File: config.mk
export PLATFORM = sky130hd
export DESIGN_NAME = pt_walker
export DESIGN_NICKNAME = d
export VERILOG_FILES = /design/src/rtl/pt_walk_pkg.sv /design/src/rtl/pw_addr_gen.sv /design/src/rtl/pw_entry_chk.sv /design/src/rtl/pw_fault_reg.sv /design/src/rtl/pt_walker.sv
export SDC_FILE = /design/constraint.sdc
export NUM_CORES = 1
export LEC_CHECK = 0
export BUFFER_PORTS_ARGS = -buffer_cell sky130_fd_sc_hd__buf_4
export CAP_MARGIN = 20
export CORE_MARGIN = 3
export CORE_UTILIZATION = 48
export CTS_BUF_LIST = sky130_fd_sc_hd__clkbuf_4
export CTS_CLUSTER_DIAMETER = 80
export DETAILED_ROUTE_END_ITERATION = 12
export PLACE_DENSITY = 0.76
export SLEW_MARGIN = 25
export SYNTH_ARGS = -nofsm -noshare
export SYNTH_HDL_FRONTEND = slang
export SYNTH_SLANG_ARGS = --single-unit
export TNS_END_PERCENT = 100
File: constraint.sdc
create_clock -name clk -period 2.6 [get_ports clk]
set_clock_uncertainty 0.2 [all_clocks]
set_input_delay 0.13 -clock clk [delete_from_list [all_inputs] [get_ports clk]]
set_output_delay 0.13 -clock clk [all_outputs]
set_load 0.01 [all_outputs]
File: src/rtl/pt_walk_pkg.sv
package pt_walk_pkg;
    localparam int PW_AW      = 32;
    localparam int PW_IDX_W   = 10;
    localparam int PW_OFF_W   = 12;
    localparam int PW_ESH     = 2;
    localparam int PW_LEVELS  = 2;
    localparam int PW_P_BIT   = 0;
    localparam int PW_RW_BIT  = 1;
    localparam int PW_US_BIT  = 2;
    localparam logic [1:0] PW_USER_CPL = 2'd3;

    typedef enum logic [2:0] {
        IDLE      = 3'd0,
        READ_PDE  = 3'd1,
        CHECK_PDE = 3'd2,
        READ_PTE  = 3'd3,
        CHECK_PTE = 3'd4,
        DONE      = 3'd5,
        FAULT     = 3'd6
    } pw_state_e;
endpackage

File: src/rtl/pw_addr_gen.sv
module pw_addr_gen #(
    parameter int AW    = pt_walk_pkg::PW_AW,
    parameter int IDX_W = pt_walk_pkg::PW_IDX_W,
    parameter int OFF_W = pt_walk_pkg::PW_OFF_W,
    parameter int ESH   = pt_walk_pkg::PW_ESH
) (
    input  logic [AW-1:0]       base_addr,
    input  logic [AW-1:0]       lin_addr,
    input  logic [AW-OFF_W-1:0] tbl_frame,
    input  logic [AW-OFF_W-1:0] page_frame,
    output logic [AW-1:0]       dir_ent_addr,
    output logic [AW-1:0]       tbl_ent_addr,
    output logic [AW-1:0]       phys_addr
);
    localparam int PAD_W = AW - IDX_W - ESH;
    localparam int HI_LO = AW - IDX_W;
    localparam int MI_LO = OFF_W;

    logic [IDX_W-1:0] dir_idx;
    logic [IDX_W-1:0] tbl_idx;

    assign dir_idx = lin_addr[AW-1:HI_LO];
    assign tbl_idx = lin_addr[MI_LO+IDX_W-1:MI_LO];

    assign dir_ent_addr = base_addr + {{PAD_W{1'b0}}, dir_idx, {ESH{1'b0}}};
    assign tbl_ent_addr = {tbl_frame, {OFF_W{1'b0}}}
                        + {{PAD_W{1'b0}}, tbl_idx, {ESH{1'b0}}};
    assign phys_addr    = {page_frame, lin_addr[OFF_W-1:0]};
endmodule

File: src/rtl/pw_entry_chk.sv
module pw_entry_chk #(
    parameter int AW    = pt_walk_pkg::PW_AW,
    parameter int OFF_W = pt_walk_pkg::PW_OFF_W
) (
    input  logic [AW-1:0]       entry,
    input  logic                is_user,
    input  logic                is_write,
    output logic                present,
    output logic                perm_ok,
    output logic [AW-OFF_W-1:0] frame
);
    import pt_walk_pkg::*;

    logic unused_entry_bits;
    assign unused_entry_bits = ^entry[OFF_W-1:PW_US_BIT+1];

    assign present = entry[PW_P_BIT];
    assign frame   = entry[AW-1:OFF_W];

    always_comb begin
        perm_ok = 1'b1;
        if (is_user) begin
            if (!entry[PW_US_BIT])
                perm_ok = 1'b0;
            if (is_write && !entry[PW_RW_BIT])
                perm_ok = 1'b0;
        end
    end
endmodule

File: src/rtl/pw_fault_reg.sv
module pw_fault_reg #(
    parameter int AW = pt_walk_pkg::PW_AW
) (
    input  logic          clk,
    input  logic          rst,
    input  logic          load,
    input  logic [AW-1:0] din,
    output logic [AW-1:0] q
);
    always_ff @(posedge clk) begin
        if (rst)
            q <= '0;
        else if (load)
            q <= din;
    end
endmodule

File: src/rtl/pt_walker.sv
module pt_walker #(
    parameter int AW    = pt_walk_pkg::PW_AW,
    parameter int OFF_W = pt_walk_pkg::PW_OFF_W
) (
    input  logic          clk,
    input  logic          rst,
    input  logic          req_valid,
    input  logic [AW-1:0] req_lin,
    input  logic [1:0]    req_cpl,
    input  logic          req_write,
    input  logic [AW-1:0] dir_base,
    output logic          mem_rd_req,
    output logic [AW-1:0] mem_rd_addr,
    input  logic [AW-1:0] mem_rd_data,
    input  logic          mem_rd_valid,
    output logic          busy,
    output logic          done,
    output logic [AW-1:0] done_pa,
    output logic          done_np_fault,
    output logic          done_prot_fault,
    output logic [AW-1:0] fault_addr
);
    import pt_walk_pkg::*;

    localparam int FR_W = AW - OFF_W;

    pw_state_e state, state_nx;

    logic [AW-1:0] lin_q;
    logic [AW-1:0] base_q;
    logic [1:0]    cpl_q;
    logic          wr_q;
    logic          np_q;
    logic          prot_q;
    logic [AW-1:0] ent_q [PW_LEVELS];

    logic [PW_LEVELS-1:0] lvl_present;
    logic [PW_LEVELS-1:0] lvl_perm_ok;
    logic [FR_W-1:0]      lvl_frame [PW_LEVELS];

    logic [AW-1:0] dir_ent_addr;
    logic [AW-1:0] tbl_ent_addr;
    logic [AW-1:0] phys_addr;
    logic          is_user;
    logic          fault_load;
    logic          chk_bad;

    assign is_user = (cpl_q == PW_USER_CPL);

    for (genvar lv = 0; lv < PW_LEVELS; lv++) begin : g_lvl
        pw_entry_chk #(.AW(AW), .OFF_W(OFF_W)) i_chk (
            .entry    (ent_q[lv]),
            .is_user  (is_user),
            .is_write (wr_q),
            .present  (lvl_present[lv]),
            .perm_ok  (lvl_perm_ok[lv]),
            .frame    (lvl_frame[lv])
        );
    end

    pw_addr_gen #(.AW(AW), .OFF_W(OFF_W)) i_addr (
        .base_addr    (base_q),
        .lin_addr     (lin_q),
        .tbl_frame    (lvl_frame[0]),
        .page_frame   (lvl_frame[1]),
        .dir_ent_addr (dir_ent_addr),
        .tbl_ent_addr (tbl_ent_addr),
        .phys_addr    (phys_addr)
    );

    always_comb begin
        chk_bad = 1'b0;
        if (state == CHECK_PDE)
            chk_bad = !lvl_present[0] || !lvl_perm_ok[0];
        else if (state == CHECK_PTE)
            chk_bad = !lvl_present[1] || !lvl_perm_ok[1];
    end

    assign fault_load = chk_bad;

    pw_fault_reg #(.AW(AW)) i_freg (
        .clk  (clk),
        .rst  (rst),
        .load (fault_load),
        .din  (lin_q),
        .q    (fault_addr)
    );

    // next-state logic
    always_comb begin
        state_nx = state;
        unique case (state)
            IDLE:      if (req_valid) state_nx = READ_PDE;
            READ_PDE:  if (mem_rd_valid) state_nx = CHECK_PDE;
            CHECK_PDE: state_nx = chk_bad ? FAULT : READ_PTE;
            READ_PTE:  if (mem_rd_valid) state_nx = CHECK_PTE;
            CHECK_PTE: state_nx = chk_bad ? FAULT : DONE;
            DONE:      state_nx = IDLE;
            FAULT:     state_nx = IDLE;
            default:   state_nx = IDLE;
        endcase
    end

    // state register
    always_ff @(posedge clk) begin
        if (rst)
            state <= IDLE;
        else
            state <= state_nx;
    end

    // walk context and fetched entries
    always_ff @(posedge clk) begin
        if (rst) begin
            lin_q  <= '0;
            base_q <= '0;
            cpl_q  <= '0;
            wr_q   <= 1'b0;
            np_q   <= 1'b0;
            prot_q <= 1'b0;
            for (int i = 0; i < PW_LEVELS; i++)
                ent_q[i] <= '0;
        end else begin
            if (state == IDLE && req_valid) begin
                lin_q  <= req_lin;
                base_q <= dir_base;
                cpl_q  <= req_cpl;
                wr_q   <= req_write;
                np_q   <= 1'b0;
                prot_q <= 1'b0;
            end
            if (state == READ_PDE && mem_rd_valid)
                ent_q[0] <= mem_rd_data;
            if (state == READ_PTE && mem_rd_valid)
                ent_q[1] <= mem_rd_data;
            if (state == CHECK_PDE && chk_bad) begin
                np_q   <= !lvl_present[0];
                prot_q <= lvl_present[0];
            end
            if (state == CHECK_PTE && chk_bad) begin
                np_q   <= !lvl_present[1];
                prot_q <= lvl_present[1];
            end
        end
    end

    // outputs
    always_comb begin
        mem_rd_req      = 1'b0;
        mem_rd_addr     = '0;
        done            = 1'b0;
        done_pa         = '0;
        done_np_fault   = 1'b0;
        done_prot_fault = 1'b0;
        busy            = (state != IDLE);
        unique case (state)
            READ_PDE: begin
                mem_rd_req  = 1'b1;
                mem_rd_addr = dir_ent_addr;
            end
            READ_PTE: begin
                mem_rd_req  = 1'b1;
                mem_rd_addr = tbl_ent_addr;
            end
            DONE: begin
                done    = 1'b1;
                done_pa = phys_addr;
            end
            FAULT: begin
                done            = 1'b1;
                done_np_fault   = np_q;
                done_prot_fault = prot_q;
            end
            default: ;
        endcase
    end
endmodule

=== Word-level counts from Yosys, hierarchy flattened ===
Memories as Yosys holds them, arrays and structs flattened.
Cells that the tools add are included.

* RAM bits: 64
* Register bits: 104
* Memories: 1

* Bitwise gates (word level): 2
* $add $sub $neg: 2
* Mux-type cells: 35
* Eq/ne operators: 10
* Reductions and logical operators: 21

{| class="wikitable"
|+ Memory list
! memory !! depth !! width !! rd ports !! clocked after Yosys merged registers in !! write ports !! RTL line !! text
|-
| ent_q || 2 || 32 || 2 || 0 || 2 || pt_walker.sv:35 || <nowiki>logic [AW-1:0] ent_q [PW_LEVELS];</nowiki>
|}

{| class="wikitable"
|+ Operators by type and width
! operator !! count
|-
| 32-bit 2-to-1 mux || 3
|-
| 32-bit by 12-bit adder with 32-bit output || 2
|-
| 32-bit one-hot mux with 2 select lines || 1
|-
| 1-bit 2-to-1 mux || 25
|-
| 3-bit one-hot mux with 5 select lines || 1
|-
| 3-bit 2-to-1 mux || 4
|-
| 3-bit equality test (second input constant) || 3
|-
| 1-bit logical AND || 7
|-
| 3-bit by 2-bit equality test with 1-bit output (second input constant) || 2
|-
| 1-bit zero test || 6
|-
| 2-bit inequality test (second input constant) || 3
|-
| 3-bit nonzero test || 2
|-
| 2-bit OR reduction || 2
|-
| 3-bit by 1-bit equality test with 1-bit output (second input constant) || 1
|-
| 3-bit zero test || 1
|-
| 3-bit AND reduction || 1
|-
| 2-bit equality test (second input constant) || 1
|-
| 1-bit logical OR || 2
|-
| 2-bit 2-to-1 mux || 1
|-
| 1-bit bitwise OR || 2
|}

=== Depth between registers and ports, before layout ===
* Depth in word-level cells: 11
* Gate-level depth with buffers: 9
* Mapped depth without buffers: 9

=== Modules after synthesis ===
From an unflattened synthesis, not the netlist that was laid out.

* Cell total of the unflattened synthesis: 894
* Area total of the unflattened synthesis: 8450.6 um^2

{| class="wikitable"
|+ Modules (own cells, without submodules)
! module !! instances !! cells each !! area each (um^2)
|-
| pt_walker || 1 || 557 || 5577.8
|-
| pw_addr_gen || 1 || 186 || 1363.8
|-
| pw_fault_reg || 1 || 103 || 1163.6
|-
| pw_entry_chk || 2 || 24 || 172.7
|}

=== Least setup slack after synthesis ===
OpenSTA, ideal clock, no wires.

* Kind: reg2out
* From: register lin_q[22]
* To: output port mem_rd_addr[26]
* Arrival time: 2445 ps
* Slack: -175 ps
* Cell stages (with the launch flop): 10
* Path buffers: 0
* Cells stage by stage: dfxtp_1 -> ha_1 -> inv_1 -> fa_1 -> nand2b_1 -> a21oi_1 -> o21ai_1 -> a2111oi_1 -> xnor2_1 -> a211oi_1

* Longest elaborated chain between the ends: 2

{| class="wikitable"
|+ Ends and longest elaborated chain
! item !! RTL line !! text
|-
| start: declaration || pt_walker.sv:29 || <nowiki>logic [AW-1:0] lin_q;</nowiki>
|-
| start signal: assignment || pt_walker.sv:125 || <nowiki>lin_q <= req_lin;</nowiki>
|-
| 32-bit by 12-bit adder with 32-bit output || pw_addr_gen.sv:25 || <nowiki>assign dir_ent_addr = base_addr + {{PAD_W{1'b0}}, dir_idx, {ESH{1'b0}}};</nowiki>
|-
| 32-bit one-hot mux with 2 select lines || pt_walker.sv:156 || <nowiki>unique case (state)</nowiki>
|-
| end: declaration || pt_walker.sv:13 || <nowiki>output logic [AW-1:0] mem_rd_addr,</nowiki>
|}

No other way between the ends.

=== Final worst setup path ===
* From: register base_q[2]
* To: output port mem_rd_addr[18]

* Longest elaborated chain between the ends: 2

{| class="wikitable"
|+ Ends and longest elaborated chain
! item !! RTL line !! text
|-
| start: declaration || pt_walker.sv:30 || <nowiki>logic [AW-1:0] base_q;</nowiki>
|-
| start signal: assignment || pt_walker.sv:126 || <nowiki>base_q <= dir_base;</nowiki>
|-
| 32-bit by 12-bit adder with 32-bit output || pw_addr_gen.sv:25 ||
|-
| 32-bit one-hot mux with 2 select lines || pt_walker.sv:156 ||
|}

No other way between the ends.

==> reports/metrics.cfg <==
[die]
fp.dieH_um = 125
die_area_um2 = 15600
rows = 42
starting_density_pct = 50.2
ios = 204
die_w_um = 125
core_region_um2 = 13600

[logic_synthesis]
yosys.area.top_type_share_pct = 30.6
synth-warning-count = 0
synth.top_cells.by_area = sky130_fd_sc_hd__dfxtp_1 31%, sky130_fd_sc_hd__edfxtp_1 20%, sky130_fd_sc_hd__nand2_1 12%, sky130_fd_sc_hd__a21oi_1 9.9%, sky130_fd_sc_hd__and3_1 3.4%
synth_seq_area_share_pct = 50.9
syn-mean-instance-area_um2 = 8.40
seq_cells_post_synth = 150
ys.flop_type = sky130_fd_sc_hd__dfxtp_1
number_of_enable_type_register_cells_in_the_synthesized_netlist = 46
syn_area_um2 = 6800
synth_instances = 810
synthDistinctLibCells = 43
synth_async_sr_flop_share_pct = 0
syn_nets = 924
yosys.area.top_type = sky130_fd_sc_hd__dfxtp_1

[drt]
drt-vias-per-instance = 5.50
final_antenna_net_count = 0
postRouteWirelength_mm = 24.0
dr.first_iter.drc_count = 763
routedWlPerCell_um = 17.9
post-route-drc-count = 0
routed-via-count = 7369
detail_route.first_pass.iterations = 8

[min_path]
classification_of_the_worst_slack_hold_path = input pin to register
hold_path_depth = 4
hold-path-endpoint = base_q[14]
holdCritStartpoint = dir_base[14]

[power]
cellPowerDensity_nw_per_um2 = 572
power.ir.vdd_worst_mv = 0.546
total_leakage_power_uw = 0.00441

[sta]
max_slew.worst_pin.slew_ns = 0.843
whs_ns = 0.157
finalSetupViolCount = 26
unrepaired_setup_endpoints_after_global_routing = yes
timing.final.max_slew_violations = 0
timing_hold_violations_final = 0
relSlewSlack_pct = 43.8
period_minus_slack_ns = 3.30
setup_tns_ns = -13.07
min_period_over_period_pct = 127
max_freq_mhz = 303
final_critical_path_setup_slack_ns = -0.696

[cells_and_area]
mostFrequentLayoutCell = sky130_fd_sc_hd__buf_4
finish.cell_count_without_fillers = 1340
area.sequential_um2 = 3470
area_delta_synth_final_pct = 59.2
multi_input_gate_area_in_the_final_layout_um2 = 3620
most_frequent_cells_in_the_layout = 243 x sky130_fd_sc_hd__buf_4, 216 x sky130_fd_sc_hd__nand2_1, 127 x sky130_fd_sc_hd__dlygate4sd3_1
final.fill_count = 822
final_nets = 1264
share_of_layout_cells_above_drive_strength_1_pct = 32.3

[setup_path]
crit-reg2reg-launch = state[0]
worst_path_dominant_cell_family = compound AO/OA/AOI/OAI gates
crit_path_max_fanout = 5
path_buf_inv = 3
timing_worst_setup_path_type = register to primary output
worstRegToRegCells = 7
required_ns = 2.27
series_of_cell_instances_along_the_critical_path = ha_4, inv_2, fa_2, nand2b_4, a21oi_4, buf_4, o21ai_2, a211oi_2, xnor2_1, a211oi_1, buf_4
critical_path_arrival_ns = 2.97
critPathLaunchType = register
crit_path_max_incr_delay_ns = 0.38
crit_top_cell = sky130_fd_sc_hd__buf_4
timing.reg2reg.setup_slack_ns = 0.14
slowest_stage = sky130_fd_sc_hd__dfxtp_2
endpoint_kind = primary output
crit-reg2reg-capture = lin_q[8]

[placed_design]
place.gp.congestion = 0.923
detailed_place_hpwl_mm = 13.7
io_port_bufs = 194
numPlacedInstances = 1167

[clock_tree]
htreeDepth = 4
numCtsBuffers = 17
later_pin_clock_latency_in_the_skew_report_ns = 0.57
cts_tree = yes
cts_sinks = 150
clock_path_buffers = 2
root_buffer_selected_by_cts = sky130_fd_sc_hd__clkbuf_4
clk_pin_slew_worst_paths_ns = 0.13

[run]
drv_cap = 0

[global_routing]
globalRouteOverflowTotal = 0
gr-usage-all-layers_pct = 28.7
grt_start_max_net_pins = 81
grt_pass1_vias = 7135
antenna_found_initial = 1
grt_first_pass_wirelength_mm = 36.3

[outcome]
status = complete, but fails checks
failed_checks = setup timing

where the power goes:
| group | leakage, uW | switching [uW] | internal (uW) |
|---|---|---|---|
| Clock | 0.000150 | 859 | 520 |
| Combinational | 0.00293 | 1150 | 862 |
| Sequential | 0.00133 | 158 | 2650 |
| Total | 0.00441 | 2170 | 4030 |
timing repair:
| action | in CTS | in global routing |
|---|---|---|
| hold buffers | 127 | 0 |
| gates cloned | 2 | 1 |
| resized for setup | 61 | 39 |
| pin swaps | 44 | 35 |
| endpoints found under the setup margin | 26 | 50 |
| hold endpoints to repair | 116 | 0 |
| buffers inserted | 5 | 5 |
cell usage after synthesis (2+ instances only):
cell type / n
sky130_fd_sc_hd__nand2_1: 218
sky130_fd_sc_hd__a21oi_1: 135
sky130_fd_sc_hd__dfxtp_1: 104
sky130_fd_sc_hd__clkbuf_1: 53
sky130_fd_sc_hd__edfxtp_1: 46
sky130_fd_sc_hd__and3_1: 37
sky130_fd_sc_hd__nor2_1: 37
sky130_fd_sc_hd__and2_1: 24
sky130_fd_sc_hd__xnor2_1: 24
sky130_fd_sc_hd__a211oi_1: 17
sky130_fd_sc_hd__inv_1: 12
sky130_fd_sc_hd__nand3_1: 12
sky130_fd_sc_hd__o21ai_0: 12
sky130_fd_sc_hd__ha_1: 10
sky130_fd_sc_hd__nand2b_1: 8
sky130_fd_sc_hd__o21ai_1: 8
sky130_fd_sc_hd__nor3_1: 7
sky130_fd_sc_hd__a21o_1: 4
sky130_fd_sc_hd__buf_1: 4
sky130_fd_sc_hd__o211ai_1: 4
sky130_fd_sc_hd__a2111oi_1: 3
sky130_fd_sc_hd__a31oi_1: 3
sky130_fd_sc_hd__nand4_1: 3
sky130_fd_sc_hd__a2111oi_0: 2
sky130_fd_sc_hd__a21boi_1: 2
sky130_fd_sc_hd__inv_2: 2
sky130_fd_sc_hd__mux2i_1: 2
sky130_fd_sc_hd__nor2b_1: 2
per-layer routing:
layer | GRT usage (%) | vias to the layer above | part of all wire, %
met3 | 5.80 | 83 | 7.4
met4 | 13.3 | 0 | 4.1
met1 | 35.6 | 3446 | 38
met5 | 0 | - | 0
li1 | - | 3442 | -
met2 | 48.4 | 398 | 50
cells by family (layout without fill, tap and decap cells):
kind of cell / count (synthesis) / after routing / share of synthesized area (%)
AND/OR/NAND/NOR: 354 / 354 / 23.0
AO/OA/AOI/OAI: 197 / 198 / 16.3
flip-flops: 150 / 150 / 50.9
buffers and inverters: 72 / 424 / 4.18
XOR/XNOR: 24 / 24 / 3.09
adder cells (fa/ha/maj): 11 / 11 / 2.13
multiplexers: 2 / 2 / 0.294
other: 0 / 1 / 0
worst min-delay path: stages:
cell                            delay (ns)
sky130_fd_sc_hd__dlygate4sd3_1        0.52
sky130_fd_sc_hd__buf_4                0.09
sky130_fd_sc_hd__nand2_1              0.04
sky130_fd_sc_hd__a21oi_1              0.10
layout make-up:
class	instances	area share (%)
Clock buffer	21	1.46
Sequential cell	150	32.1
Timing Repair Buffer	377	29.4
Inverter	15	0.647
Antenna cell	1	0.0231
Clock inverter	11	0.936
Multi-Input combinational cell	589	33.4
Tap cell	176	2.03
per-stage QoR:
stage                     instance area [um2]  utilization, %  worst slack (ns)  power, uW
after CTS                               10600            78.0            -0.614       6040
after floorplan                          6840               -            0.0325       3740
after detailed placement                 8670            63.9            -0.188       4410
after global routing                    10800            79.9            -0.818       6470
final                                   10800            79.9            -0.696       6190
after global placement                   8660            63.9            -0.174       4390
flip-flops by register name, summed over array words and instances (netlist names):
name,cells
np_q,1
ent_q,46
i_freg.q,32
state,3
prot_q,1
cpl_q,2
lin_q,32
base_q,32
wr_q,1
worst max path at each step:
| stage | cells past startpoint | end | slack (ns) | start |
|---|---|---|---|---|
| floorplan | 7 | mem_rd_addr[14] | 0.03 | base_q[8] |
| global placement | 10 | mem_rd_addr[24] | -0.17 | lin_q[22] |
| detailed placement | 10 | mem_rd_addr[26] | -0.19 | lin_q[22] |
| CTS | 10 | mem_rd_addr[26] | -0.61 | lin_q[22] |
| global route | 10 | mem_rd_addr[18] | -0.82 | lin_q[23] |
| finish | 11 | mem_rd_addr[18] | -0.70 | base_q[2] |
No activity file was read; power rests on OpenSTA's default activity.
